## src/rtl/rwb_pkg.sv

```systemverilog
package rwb_pkg;
  typedef enum logic [1:0] {
    RWB_CTRL = 2'd0,
    RWB_CMD  = 2'd1,
    RWB_ADDR = 2'd2,
    RWB_DATA = 2'd3
  } rwb_sel_e;

  localparam int unsigned CMD_W   = 8;
  localparam int unsigned WE_BIT  = 0;
  localparam int unsigned BE_LSB  = 4;
  localparam int unsigned LANES   = 4;
endpackage

```

## src/rtl/rwb_sync_delay.sv

```systemverilog
module rwb_sync_delay #(
  parameter int unsigned W      = 33,
  parameter int unsigned STAGES = 3
) (
  input  logic         clk_i,
  input  logic         rst_ni,
  input  logic [W-1:0] d_i,
  output logic [W-1:0] q_o
);
  logic [W-1:0] stage_q [STAGES];

  for (genvar i = 0; i < STAGES; i++) begin : g_stage
    if (i == 0) begin : g_first
      always_ff @(posedge clk_i or negedge rst_ni) begin
        if (!rst_ni) stage_q[0] <= '0;
        else         stage_q[0] <= d_i;
      end
    end else begin : g_next
      always_ff @(posedge clk_i or negedge rst_ni) begin
        if (!rst_ni) stage_q[i] <= '0;
        else         stage_q[i] <= stage_q[i-1];
      end
    end
  end

  assign q_o = stage_q[STAGES-1];
endmodule

```

## src/rtl/rwb_host_regs.sv

```systemverilog
module rwb_host_regs
  import rwb_pkg::*;
#(
  parameter int unsigned DW = 32
) (
  input  logic             clk_i,
  input  logic             rst_ni,
  input  logic             req_i,
  input  logic             we_i,
  input  logic [1:0]       word_i,
  input  logic [DW-1:0]    wdata_i,
  output logic [DW-1:0]    rdata_o,
  input  logic             busy_i,
  input  logic             rd_done_i,
  input  logic [DW-1:0]    rd_data_i,
  output logic             start_o,
  output logic [CMD_W-1:0] cmd_o,
  output logic [DW-1:0]    addr_o,
  output logic [DW-1:0]    data_o
);
  logic             wr_ok;
  logic [CMD_W-1:0] cmd_q;
  logic [DW-1:0]    addr_q, data_q;

  // register writes are only accepted while idle
  assign wr_ok   = req_i && we_i && !busy_i;
  assign start_o = wr_ok && (word_i == RWB_CTRL) && wdata_i[0];

  always_ff @(posedge clk_i or negedge rst_ni) begin
    if (!rst_ni) begin
      cmd_q  <= '0;
      addr_q <= '0;
    end else if (wr_ok) begin
      if (word_i == RWB_CMD)  cmd_q  <= wdata_i[CMD_W-1:0];
      if (word_i == RWB_ADDR) addr_q <= wdata_i;
    end
  end

  always_ff @(posedge clk_i or negedge rst_ni) begin
    if (!rst_ni)                             data_q <= '0;
    else if (rd_done_i)                      data_q <= rd_data_i;
    else if (wr_ok && word_i == RWB_DATA)    data_q <= wdata_i;
  end

  always_comb begin
    unique case (word_i)
      RWB_CTRL: rdata_o = {{(DW-1){1'b0}}, busy_i};
      RWB_CMD:  rdata_o = {{(DW-CMD_W){1'b0}}, cmd_q};
      RWB_ADDR: rdata_o = addr_q;
      default:  rdata_o = data_q;
    endcase
  end

  assign cmd_o  = cmd_q;
  assign addr_o = addr_q;
  assign data_o = data_q;

  a_r7_cmd_hold: assert property (@(posedge clk_i) disable iff (!rst_ni)
    busy_i |=> $stable(cmd_q));
  a_r7_addr_hold: assert property (@(posedge clk_i) disable iff (!rst_ni)
    busy_i |=> $stable(addr_q));
  a_r7_data_hold: assert property (@(posedge clk_i) disable iff (!rst_ni)
    (busy_i && !rd_done_i) |=> $stable(data_q));
endmodule

```

## src/rtl/rwb_sequencer.sv

```systemverilog
module rwb_sequencer (
  input  logic clk_i,
  input  logic rst_ni,
  input  logic start_i,
  input  logic ack_i,
  input  logic is_read_i,
  output logic busy_o,
  output logic rd_done_o
);
  logic busy_q;

  always_ff @(posedge clk_i or negedge rst_ni) begin
    if (!rst_ni)                busy_q <= 1'b0;
    else if (start_i)           busy_q <= 1'b1;
    else if (busy_q && ack_i)   busy_q <= 1'b0;
  end

  assign busy_o    = busy_q;
  assign rd_done_o = busy_q && ack_i && is_read_i;

  a_r3_busy_holds: assert property (@(posedge clk_i) disable iff (!rst_ni)
    (busy_q && !ack_i) |=> busy_q);
  a_r9_release: assert property (@(posedge clk_i) disable iff (!rst_ni)
    (busy_q && ack_i) |=> !busy_q);
  a_r8_start_only_idle: assert property (@(posedge clk_i) disable iff (!rst_ni)
    $rose(busy_q) |-> $past(start_i));
endmodule

```

## src/rtl/rtc_window_bridge.sv

```systemverilog
module rtc_window_bridge
  import rwb_pkg::*;
#(
  parameter int unsigned DW      = 32,
  parameter int unsigned ACK_LAT = 3
) (
  input  logic             clk_i,
  input  logic             rst_ni,
  input  logic             reg_req_i,
  input  logic             reg_we_i,
  input  logic [1:0]       reg_word_i,
  input  logic [DW-1:0]    reg_wdata_i,
  output logic [DW-1:0]    reg_rdata_o,
  output logic             far_req_o,
  output logic             far_we_o,
  output logic [LANES-1:0] far_be_o,
  output logic [DW-1:0]    far_addr_o,
  output logic [DW-1:0]    far_wdata_o,
  input  logic             far_ack_i,
  input  logic [DW-1:0]    far_rdata_i
);
  localparam int unsigned XW = DW + 1;

  logic             start, busy, rd_done, ack_sync;
  logic [CMD_W-1:0] cmd;
  logic [DW-1:0]    addr, data, rdata_sync;
  logic [XW-1:0]    xing_q;

  rwb_host_regs #(.DW(DW)) u_regs (
    .clk_i     (clk_i),
    .rst_ni    (rst_ni),
    .req_i     (reg_req_i),
    .we_i      (reg_we_i),
    .word_i    (reg_word_i),
    .wdata_i   (reg_wdata_i),
    .rdata_o   (reg_rdata_o),
    .busy_i    (busy),
    .rd_done_i (rd_done),
    .rd_data_i (rdata_sync),
    .start_o   (start),
    .cmd_o     (cmd),
    .addr_o    (addr),
    .data_o    (data)
  );

  // fixed-latency model of the crossing; data rides with the ack
  rwb_sync_delay #(.W(XW), .STAGES(ACK_LAT)) u_xing (
    .clk_i  (clk_i),
    .rst_ni (rst_ni),
    .d_i    ({far_ack_i, far_rdata_i}),
    .q_o    (xing_q)
  );
  assign {ack_sync, rdata_sync} = xing_q;

  rwb_sequencer u_seq (
    .clk_i     (clk_i),
    .rst_ni    (rst_ni),
    .start_i   (start),
    .ack_i     (ack_sync),
    .is_read_i (!cmd[WE_BIT]),
    .busy_o    (busy),
    .rd_done_o (rd_done)
  );

  assign far_req_o   = busy;
  assign far_we_o    = cmd[WE_BIT];
  assign far_be_o    = cmd[WE_BIT] ? cmd[BE_LSB +: LANES] : '0;
  assign far_addr_o  = addr;
  assign far_wdata_o = data;

  a_r9_fields_stable: assert property (@(posedge clk_i) disable iff (!rst_ni)
    far_req_o |=> (!far_req_o || $stable({far_we_o, far_be_o, far_addr_o, far_wdata_o})));
  a_r4_read_no_lanes: assert property (@(posedge clk_i) disable iff (!rst_ni)
    (far_req_o && !far_we_o) |-> (far_be_o == '0));
endmodule

```

## config.mk

```make
export PLATFORM = sky130hd
export DESIGN_NAME = rtc_window_bridge
export DESIGN_NICKNAME = d
export VERILOG_FILES = /design/src/rtl/rwb_pkg.sv /design/src/rtl/rwb_sync_delay.sv /design/src/rtl/rwb_host_regs.sv /design/src/rtl/rwb_sequencer.sv /design/src/rtl/rtc_window_bridge.sv
export SDC_FILE = /design/constraint.sdc
export NUM_CORES = 1
export LEC_CHECK = 0
export ABC_AREA = 1
export BUFFER_PORTS_ARGS = -buffer_cell sky130_fd_sc_hd__buf_2
export CAP_MARGIN = 20
export CELL_PAD_IN_SITES_DETAIL_PLACEMENT = 1
export CELL_PAD_IN_SITES_GLOBAL_PLACEMENT = 1
export CORE_ASPECT_RATIO = 1.5
export CORE_MARGIN = 2
export CORE_UTILIZATION = 40
export DETAILED_ROUTE_END_ITERATION = 8
export GPL_TIMING_DRIVEN = 0
export PLACE_DENSITY = 0.91
export SYNTH_ARGS = -nofsm -noshare
export SYNTH_HDL_FRONTEND = slang
export SYNTH_SLANG_ARGS = --single-unit
export TNS_END_PERCENT = 100
```

## constraint.sdc

```tcl
create_clock -name clk_i -period 3.2 [get_ports clk_i]
set_input_delay 0.48 -clock clk_i [delete_from_list [all_inputs] [get_ports clk_i]]
set_output_delay 0.48 -clock clk_i [all_outputs]
set_load 0.05 [all_outputs]
```

==> flow_summary.json, run 1 <==
{
  "final_nets": 863,
  "fp.coreArea_um2": 15700,
  "worst_setup_slack_before_clock_tree_synthesis_ps": 989,
  "avg_synthesized_cell_area_um2": 10.7,
  "clock_latency_ps": 430,
  "synth_async_sr_flop_share_pct": 100,
  "place_area_um2": 7560,
  "worstReg2RegStart": "u_regs.cmd_o[0]",
  "finalClockSkew_ps": 7.14,
  "clock-root-buffer": "sky130_fd_sc_hd__clkbuf_16",
  "final-hold-violation-count": 0,
  "synth_top_cells_by_area": "sky130_fd_sc_hd__dfrtp_1 (67%), sky130_fd_sc_hd__nand2_1 (13%), sky130_fd_sc_hd__nand3_1 (5.0%)",
  "cp_data_required_time_ps": 2720,
  "clock-sinks": 172,
  "postRouteAntennaNets": 0,
  "wl_per_cell_um": 19.6,
  "ioPinCount": 173,
  "worst_setup_path_startpoint": "u_seq.busy_o",
  "p_leak_nw": 4.40,
  "total_iterations_of_the_first_detailed_routing_run": 4,
  "place.detailed.hpwl_mm": 13.7,
  "synth_area_um2": 6410,
  "hp-class": "in -> reg",
  "synthDominantAreaCellType": "sky130_fd_sc_hd__dfrtp_1",
  "detailroute.via_count": 5242,
  "post_route_cells_drive_above_1_share_pct": 31.8,
  "dominantRegCellSynth": "sky130_fd_sc_hd__dfrtp_1",
  "core.rowCount": 56,
  "ff2ff_path_depth": 6,
  "max-slew-margin-rel_pct": 58.2,
  "post_cts_repair_timing_setup_buffer_count": 0,
  "layout_setup_ws_ps": 770,
  "ctsLongestPathBuffers": 2,
  "initial_core_util_pct": 40.8,
  "setup.worst_path.end_class": "output pin",
  "final.period_utilization_pct": 75.9,
  "layout_area_growth_over_synthesis_pct": 27.7,
  "grt_max_degree": 129,
  "r2r_setup_slack_ps": 1530,
  "slowest_stage": "sky130_fd_sc_hd__clkbuf_1",
  "cts_buffers": 17,
  "worstPathMaxFanout": 10,
  "synth_top_area_share_pct": 67.2,
  "die_h_um": 159,
  "worst_r2r_endpoint": "u_regs.data_o[19]",
  "totalWireLength_mm": 19.9,
  "worst_max_slew_pin_slew_ps": 627,
  "drcViolationCount": 0,
  "cts_tree": "built",
  "buffer_ports.inserted": 172,
  "yosysWarnings": 0,
  "cell_with_the_most_instances_after_synthesis": "sky130_fd_sc_hd__nand2_1",
  "report.power.total_w": 0.00657,
  "setup_violations": 0,
  "worst_path_largest_cell_delay_ps": 440,
  "syn_nets": 670,
  "h-tree-depth": 4,
  "power_density_nw_per_um2": 802,
  "fin_tns_setup_ps": 0,
  "globalRoute.totalOverflow": 0,
  "period_needed_ps": 2430,
  "postSynthCellCount": 599,
  "run_status": "finished clean",
  "number_of_pins_with_negative_max_slew_slack_in_the_final_report": 0,
  "arrival_ps": 1950,
  "crit_path_cell_trace": "buf_4 -> clkbuf_1 -> nand3_1 -> nand4_1 -> buf_2",
  "crit_path_start_kind": "register",
  "clk_transition_reported_paths_ps": 70,
  "worst_ir_drop_vdd_mv": 0.481,
  "place.gp.congestion": 0.825,
  "grt.total_usage_pct": 23.8,
  "timing.critical_path.to": "reg_rdata_o[0]",
  "die_area_um2": 17100,
  "vias_per_cell": 5.17,
  "die_w_um": 107,
  "postSynthRegisterBits": 172,
  "synth_cell_types": 19,
  "grt_first_pass_wirelength_mm": 30.9,
  "criticalPathCategory": "reg -> out",
  "vias_in_the_first_global_route": 5634,
  "postCtsResizedCells": 0,
  "drt_first_iter_violations": 294,
  "grt_antenna_before_repair": 6,
  "synth-seq-area-share_pct": 67.2,
  "fmax_mhz": 412,
  "drv.max_cap_violation_count": 0,
  "synth_enable_flop_cells": 0,
  "postLayoutCellArea_um2": 8190,
  "cts.hold.buffers_added": 1,
  "synth_commonest_cells": "sky130_fd_sc_hd__nand2_1 (224), sky130_fd_sc_hd__dfrtp_1 (172), sky130_fd_sc_hd__nand3_1 (64)",
  "unrepaired_setup_endpoints_after_global_routing": "false",
  "timing.hold.ws_ps": 149
}
[report_power, final]
group          internal [W]  switching (W)  leakage, nW
sequential          0.00245       0.000240         2.07
clock               0.00112       0.000956        0.288
combinational      0.000397        0.00141         2.04
total               0.00396        0.00260         4.40
[sequential cells by signal, summed over array words and instances, names as in the netlist]
signal	cells
u_regs.addr_o	32
u_regs.cmd_o	8
u_regs.data_o	32
u_seq.busy_o	1
u_xing.q_o	33
u_xing.stage_q	66
[placed cells by master (no fill, tap or decap), drive strengths merged, types with 3 or more instances in the layout]
master / count
inv: 24
o21ai: 16
dfrtp: 172
nand4: 34
diode: 6
nand2: 228
clkinv: 5
buf: 206
nor2: 3
nand3: 65
a22o: 24
clkbuf: 24
[logic make-up (layout without fill, tap and decap cells)]
| kind of cell | Yosys count | count (layout) | synth area share [%] |
|---|---|---|---|
| other | 0 | 6 | 0 |
| AO/OA/AOI/OAI | 40 | 40 | 5.00 |
| buffers and inverters | 57 | 263 | 4.92 |
| flip-flops | 172 | 172 | 67.2 |
| AND/OR/NAND/NOR | 330 | 330 | 22.9 |
[routing by layer]
layer | share of wire (%) | vias to the layer above | GRT usage, %
met4 | 4.3 | 0 | 12.6
met2 | 53 | 170 | 40.7
li1 | - | 2361 | -
met5 | 0 | - | 0
met3 | 5.3 | 52 | 5.32
met1 | 37 | 2659 | 27.6
[layout make-up]
type                            instances  area [um2]
Tap cell                              203         254
Fill cell                            1850        7510
Clock buffer                           17         425
Buffer                                 40         251
Inverter                               17        63.8
Clock inverter                         15         175
Multi-Input combinational cell        370        1790
Sequential cell                       172        4300
Antenna cell                            6        15.0
Timing Repair Buffer                  174         908
[worst max-delay path, delay by kind of cell (launching register included)]
family,cells,cell delay [ps]
buffers and inverters,3,920
flip-flops,1,360
AND/OR/NAND/NOR,2,250
[per-stage QoR]
step / utilization [%] / std cells
6_report: 52.2 / 1014
5_1_grt: 52.2 / 1014
4_1_cts: 52.1 / 1008
3_5_place_dp: 48.2 / 975
3_3_place_gp: 47.9 / 974
2_1_floorplan: - / 599
[worst min-delay path by stage]
stage	startpoint	endpoint	depth (start not counted)
4_1_cts	far_rdata_i[5]	u_xing.stage_q[71]	1
2_1_floorplan	rst_ni	u_regs.addr_o[0]	0
3_5_place_dp	u_xing.stage_q[50]	u_xing.q_o[17]	0
6_report	far_rdata_i[28]	u_xing.stage_q[94]	1
3_3_place_gp	u_xing.stage_q[51]	u_xing.q_o[18]	0
5_1_grt	far_rdata_i[20]	u_xing.stage_q[86]	1
Power figures use the tool's default switching activity.
==> inputs of run 2 (changes only) <==
--- a/config.mk
+++ b/config.mk
@@ -12,10 +12,10 @@
 export CELL_PAD_IN_SITES_GLOBAL_PLACEMENT = 1
 export CORE_ASPECT_RATIO = 1.5
 export CORE_MARGIN = 2
-export CORE_UTILIZATION = 40
+export CORE_UTILIZATION = 36
 export DETAILED_ROUTE_END_ITERATION = 8
 export GPL_TIMING_DRIVEN = 0
-export PLACE_DENSITY = 0.91
+export PLACE_DENSITY = 0.87
 export SYNTH_ARGS = -nofsm -noshare
 export SYNTH_HDL_FRONTEND = slang
 export SYNTH_SLANG_ARGS = --single-unit
==> constraint.sdc (replaced) <==
create_clock -name clk_i -period 2.2 [get_ports clk_i]
set_input_delay 0.33 -clock clk_i [delete_from_list [all_inputs] [get_ports clk_i]]
set_output_delay 0.33 -clock clk_i [all_outputs]
set_load 0.05 [all_outputs]
==> flow_summary.json, run 2 (synthesized netlist as in run 1, its figures left out) <==
{
  "run_status": "finished with violations",
  "violations_in_the_final_reports": "design-rule violations",
  "clk_transition_reported_paths_ps": 60,
  "most_common_library_cell_in_the_layout_ignoring_fill_and_taps": "sky130_fd_sc_hd__nand2_1",
  "period_needed_ps": 1920,
  "place.detailed.hpwl_mm": 13.7,
  "buffer_ports.inserted": 172,
  "worst_max_slew_pin_slew_ps": 629,
  "cp_data_required_time_ps": 1870,
  "cts_tree": "built",
  "grt_antenna_before_repair": 1,
  "globalRoute.totalOverflow": 0,
  "place.gp.congestion": 0.861,
  "ctsLongestPathBuffers": 2,
  "finalClockSkew_ps": 10.2,
  "register_bank_with_the_most_flops": "u_xing.stage_q",
  "grt_max_degree": 121,
  "setup.worst_path.end_class": "output pin",
  "drcViolationCount": 12,
  "die_area_um2": 18900,
  "setup_violations": 0,
  "grt.total_usage_pct": 21.5,
  "max-slew-margin-rel_pct": 58.1,
  "h-tree-depth": 4,
  "p_leak_nw": 4.51,
  "vias_per_cell": 4.97,
  "worstReg2RegStart": "u_seq.busy_o",
  "fp.coreArea_um2": 17400,
  "drv.max_cap_violation_count": 0,
  "fmax_mhz": 520,
  "clock-root-buffer": "sky130_fd_sc_hd__clkbuf_16",
  "number_of_pins_with_negative_max_slew_slack_in_the_final_report": 0,
  "wl_per_cell_um": 18.8,
  "clock-sinks": 172,
  "post_cts_repair_timing_setup_buffer_count": 0,
  "timing.hold.ws_ps": 17.8,
  "worst_hold_startpoint": "far_rdata_i[4]",
  "total_iterations_of_the_first_detailed_routing_run": 8,
  "crit_path_start_kind": "input port",
  "number_of_flip_flops_in_the_largest_register": 66,
  "initial_core_util_pct": 36.8,
  "hp-class": "in -> reg",
  "core.rowCount": 59,
  "final_cell_mix": "sky130_fd_sc_hd__nand2_1 (224), sky130_fd_sc_hd__buf_2 (186), sky130_fd_sc_hd__dfrtp_1 (172)",
  "worstPathMaxFanout": 10,
  "drt_first_iter_violations": 172,
  "detailroute.via_count": 5195,
  "final-hold-violation-count": 0,
  "final_nets": 890,
  "worst_ir_drop_vdd_mv": 0.578,
  "vias_in_the_first_global_route": 5660,
  "die_w_um": 113,
  "unrepaired_setup_endpoints_after_global_routing": "false",
  "die_h_um": 167,
  "fin_util_pct": 48.4,
  "criticalPathCategory": "in -> out",
  "clock_latency_ps": 440,
  "power_density_nw_per_um2": 1120,
  "grt_first_pass_wirelength_mm": 30.9,
  "totalWireLength_mm": 19.7,
  "ioPinCount": 173,
  "layout_area_growth_over_synthesis_pct": 31.6,
  "worst_setup_path_startpoint": "reg_word_i[1]",
  "cts_buffers": 17,
  "postRouteAntennaNets": 0,
  "arrival_ps": 1590,
  "post_route_cells_drive_above_1_share_pct": 30.8,
  "final.period_utilization_pct": 87.4
}
## run 2: cell count changes in the layout (fill, tap and decap cells not counted), sizes merged
cell and change:
inv +1, diode -5, clkinvlp -2, dlygate4sd3 +28
## run 2: metrics by stage
step	setup WS, ps	std cells	TNS [ps]	area, um2	total power (W)
floorplan	211	599	0	6410	0.00576
global placement	-1820	984	-308720	7540	0.00649
detailed placement	268	985	0	7570	0.00656
CTS	266	1045	0	8430	0.00955
global route	213	1046	0	8440	0.00986
finish	277	1046	0	8440	0.00948
## run 2: layer usage
layer	vias up	global-route usage (%)	share of wire, %
met5	-	0	0
met3	39	4.16	4.4
met4	0	10.3	3.6
met2	162	36.8	53
li1	2407	-	-
met1	2587	25.9	39
## run 2: area by class of cell
type / count / area [um2]
Fill cell: 1985 / 8990
Inverter: 17 / 63.8
Tap cell: 213 / 267
Sequential cell: 172 / 4300
Antenna cell: 1 / 2.50
Timing Repair Buffer: 202 / 1190
Buffer: 39 / 248
Multi-Input combinational cell: 370 / 1790
Clock inverter: 14 / 134
Clock buffer: 18 / 439
## run 2: what timing repair did
action / CTS / global route
resized for setup: 0 / 0
hold buffers: 29 / 0
hold endpoints to repair: 80 / 0
setup endpoints to repair: 1 / 0
## run 2: worst paths after layout
check | endpoint | slack (ps) | cells past startpoint
max | reg_rdata_o[21] | 280 | 7
min | u_xing.stage_q[70] | 20 | 1
max reg2reg | u_regs.data_o[18] | 550 | 6
min reg2reg | u_xing.q_o[4] | 340 | 0
max in group asynchronous | u_xing.stage_q[63] | 870 | 3
min in group asynchronous | u_xing.q_o[4] | 390 | 2
## run 2: power by group
part / switching (W) / internal (W)
combinational: 0.00204 / 0.000610
clock: 0.00132 / 0.00162
sequential: 0.000330 / 0.00357
total: 0.00369 / 0.00579
## run 2: critical path: stages
cell and delay, ps:
sky130_fd_sc_hd__buf_2 130, sky130_fd_sc_hd__inv_2 70, sky130_fd_sc_hd__nor2_4 110, sky130_fd_sc_hd__buf_4 230
sky130_fd_sc_hd__buf_4 260, sky130_fd_sc_hd__a22o_1 180, sky130_fd_sc_hd__buf_2 280
==> inputs of run 3 (changes only) <==
--- a/config.mk
+++ b/config.mk
@@ -12,10 +12,11 @@
 export CELL_PAD_IN_SITES_GLOBAL_PLACEMENT = 1
 export CORE_ASPECT_RATIO = 1.5
 export CORE_MARGIN = 2
-export CORE_UTILIZATION = 36
+export CORE_UTILIZATION = 40
 export DETAILED_ROUTE_END_ITERATION = 8
 export GPL_TIMING_DRIVEN = 0
-export PLACE_DENSITY = 0.87
+export PLACE_DENSITY = 0.91
+export RECOVER_POWER = 100
 export SYNTH_ARGS = -nofsm -noshare
 export SYNTH_HDL_FRONTEND = slang
 export SYNTH_SLANG_ARGS = --single-unit
==> constraint.sdc (replaced) <==
create_clock -name clk_i -period 2.1 [get_ports clk_i]
set_input_delay 0.315 -clock clk_i [delete_from_list [all_inputs] [get_ports clk_i]]
set_output_delay 0.315 -clock clk_i [all_outputs]
set_load 0.05 [all_outputs]
==> flow_summary.json, run 3 (synthesized netlist as in run 1, its figures left out) <==
{
  "crit_path_cell_trace": "buf_4 -> nor2_2 -> nand2_4 -> nand2_1 -> buf_4 -> nand2_1 -> nand2_1",
  "ctsLongestPathBuffers": 2,
  "place.gp.congestion": 0.825,
  "final.period_utilization_pct": 92.6,
  "arrival_ps": 2300,
  "max-slew-margin-rel_pct": 24.9,
  "final_cell_mix": "sky130_fd_sc_hd__nand2_1 (226), sky130_fd_sc_hd__dfrtp_1 (172), sky130_fd_sc_hd__clkbuf_1 (84)",
  "postRouteAntennaNets": 0,
  "period_needed_ps": 1940,
  "place_area_um2": 7560,
  "cts_tree": "built",
  "ioPinCount": 173,
  "criticalPathCategory": "reg -> reg",
  "setup.worst_path.end_class": "register",
  "fp.coreArea_um2": 15700,
  "finalClockSkew_ps": 8.09,
  "worstReg2RegStart": "u_seq.busy_o",
  "grt_first_pass_wirelength_mm": 31.8,
  "die_h_um": 159,
  "drv.max_cap_violation_count": 0,
  "globalRoute.totalOverflow": 0,
  "core.rowCount": 56,
  "final_nets": 893,
  "cp_data_required_time_ps": 2450,
  "power.sequential.fraction_pct": 41.3,
  "timing.critical_path.to": "u_regs.data_o[1]",
  "switching_part_of_the_total_pct": 40.0,
  "p_sw_w": 0.00398,
  "worst_max_slew_pin_slew_ps": 1130,
  "worst_setup_path_startpoint": "u_seq.busy_o",
  "slowest_stage": "sky130_fd_sc_hd__nor2_2",
  "internal_power_of_the_cells_w": 0.00597,
  "vias_in_the_first_global_route": 5834,
  "h-tree-depth": 4,
  "clk_transition_reported_paths_ps": 70,
  "register_bank_with_the_most_flops": "u_xing.stage_q",
  "fmax_mhz": 514,
  "clock-root-buffer": "sky130_fd_sc_hd__clkbuf_16",
  "most_common_library_cell_in_the_layout_ignoring_fill_and_taps": "sky130_fd_sc_hd__nand2_1",
  "cpMostUsedCell": "sky130_fd_sc_hd__nand2_1",
  "die_w_um": 107,
  "power_density_nw_per_um2": 1190,
  "hold_depth": 1,
  "hp-class": "in -> reg",
  "grt_max_degree": 129,
  "place.detailed.hpwl_mm": 13.7,
  "r2r_setup_slack_ps": 160,
  "unrepaired_setup_endpoints_after_global_routing": "false",
  "power.combinational.fraction_pct": 27.0,
  "p_leak_nw": 4.23,
  "worst_ir_drop_vdd_mv": 0.656,
  "grt.total_usage_pct": 24.5,
  "grt_antenna_before_repair": 5,
  "setup_violations": 0,
  "fin_tns_setup_ps": 0,
  "postLayoutCellArea_um2": 8340,
  "clock_latency_ps": 430,
  "vias_per_cell": 5.13,
  "number_of_pins_with_negative_max_slew_slack_in_the_final_report": 0,
  "totalWireLength_mm": 20.5,
  "total_iterations_of_the_first_detailed_routing_run": 4,
  "clock-sinks": 172,
  "detailroute.via_count": 5354,
  "report.power.total_w": 0.00996,
  "cts_buffers": 17,
  "worst_setup_slack_before_clock_tree_synthesis_ps": 219,
  "worst_path_largest_cell_delay_ps": 480,
  "run_status": "finished clean",
  "worst_r2r_endpoint": "u_regs.data_o[1]",
  "wl_per_cell_um": 19.7,
  "crit_path_start_kind": "register",
  "final-hold-violation-count": 0,
  "layout_setup_ws_ps": 156,
  "die_area_um2": 17100,
  "ff2ff_path_depth": 7,
  "layout_area_growth_over_synthesis_pct": 30.2,
  "drcViolationCount": 0,
  "initial_core_util_pct": 40.8,
  "buffer_ports.inserted": 172,
  "drt_first_iter_violations": 390,
  "clock_power_share_pct": 31.6,
  "worstPathMaxFanout": 18,
  "number_of_flip_flops_in_the_largest_register": 66,
  "post_route_cells_drive_above_1_share_pct": 20.7
}
run 3: cell types whose count changed in the layout (fill, tap and decap cells not counted), sizes merged:
cell	delta
buf	-108
clkbuf	+107
diode	+4
dlygate4sd3	+3
clkinvlp	+2
inv	-1
run 3: cell type report:
| type | instances | area (um2) |
|---|---|---|
| Antenna cell | 5 | 12.5 |
| Buffer | 39 | 244 |
| Clock buffer | 17 | 425 |
| Clock inverter | 15 | 175 |
| Fill cell | 1844 | 7350 |
| Inverter | 17 | 63.8 |
| Multi-Input combinational cell | 370 | 1750 |
| Sequential cell | 172 | 4300 |
| Tap cell | 203 | 254 |
| Timing Repair Buffer | 205 | 1110 |
run 3: metrics by stage:
step                util, %  instances  hold slack, ps
detailed placement     48.2        975             231
CTS                    54.0       1038            11.0
floorplan                 -        599            19.4
global route           53.1       1043            23.0
global placement       47.9        974             332
finish                 53.1       1043            41.2
run 3: worst min path at each step:
stage,endpoint,start,slack [ps]
6_report,u_xing.stage_q[91],far_rdata_i[25],40
5_1_grt,u_xing.stage_q[91],far_rdata_i[25],20
4_1_cts,u_xing.stage_q[91],far_rdata_i[25],10
3_5_place_dp,u_regs.addr_o[28],rst_ni,230
3_3_place_gp,u_xing.q_o[18],u_xing.stage_q[51],330
2_1_floorplan,u_regs.addr_o[0],rst_ni,20
run 3: metal layers:
layer  vias up  GRT usage (%)  share of wire [%]  wire, um
met4         0           12.5                4.2       868
met5         -              0                  0         0
met3        60           5.53                4.6       940
met2       185           42.5                 53     10800
met1      2686           27.8                 38      7900
li1       2423              -                  -         -
run 3: repair_timing:
| action | 4_1_cts | 5_1_grt |
|---|---|---|
| hold endpoints to repair | 75 | 0 |
| setup endpoints to repair | 1 | 0 |
| buffers inserted | 0 | 0 |
| gates resized for setup | 0 | 0 |
| hold buffers | 32 | 0 |
run 3: critical path, delay by kind of cell (launching register included):
kind | cells | cell delay [ps]
buf+inv | 2 | 440
simple gates | 5 | 1040
flops | 1 | 390
run 3: power groups by stage:
stage	Clock, W	Combinational, W	Sequential [W]
finish	0.00315	0.00269	0.00411
global route	0.00334	0.00284	0.00416
global placement	0	0.00266	0.00413
CTS	0.00319	0.00281	0.00409
floorplan	0	0.000935	0.00510
detailed placement	0	0.00274	0.00415
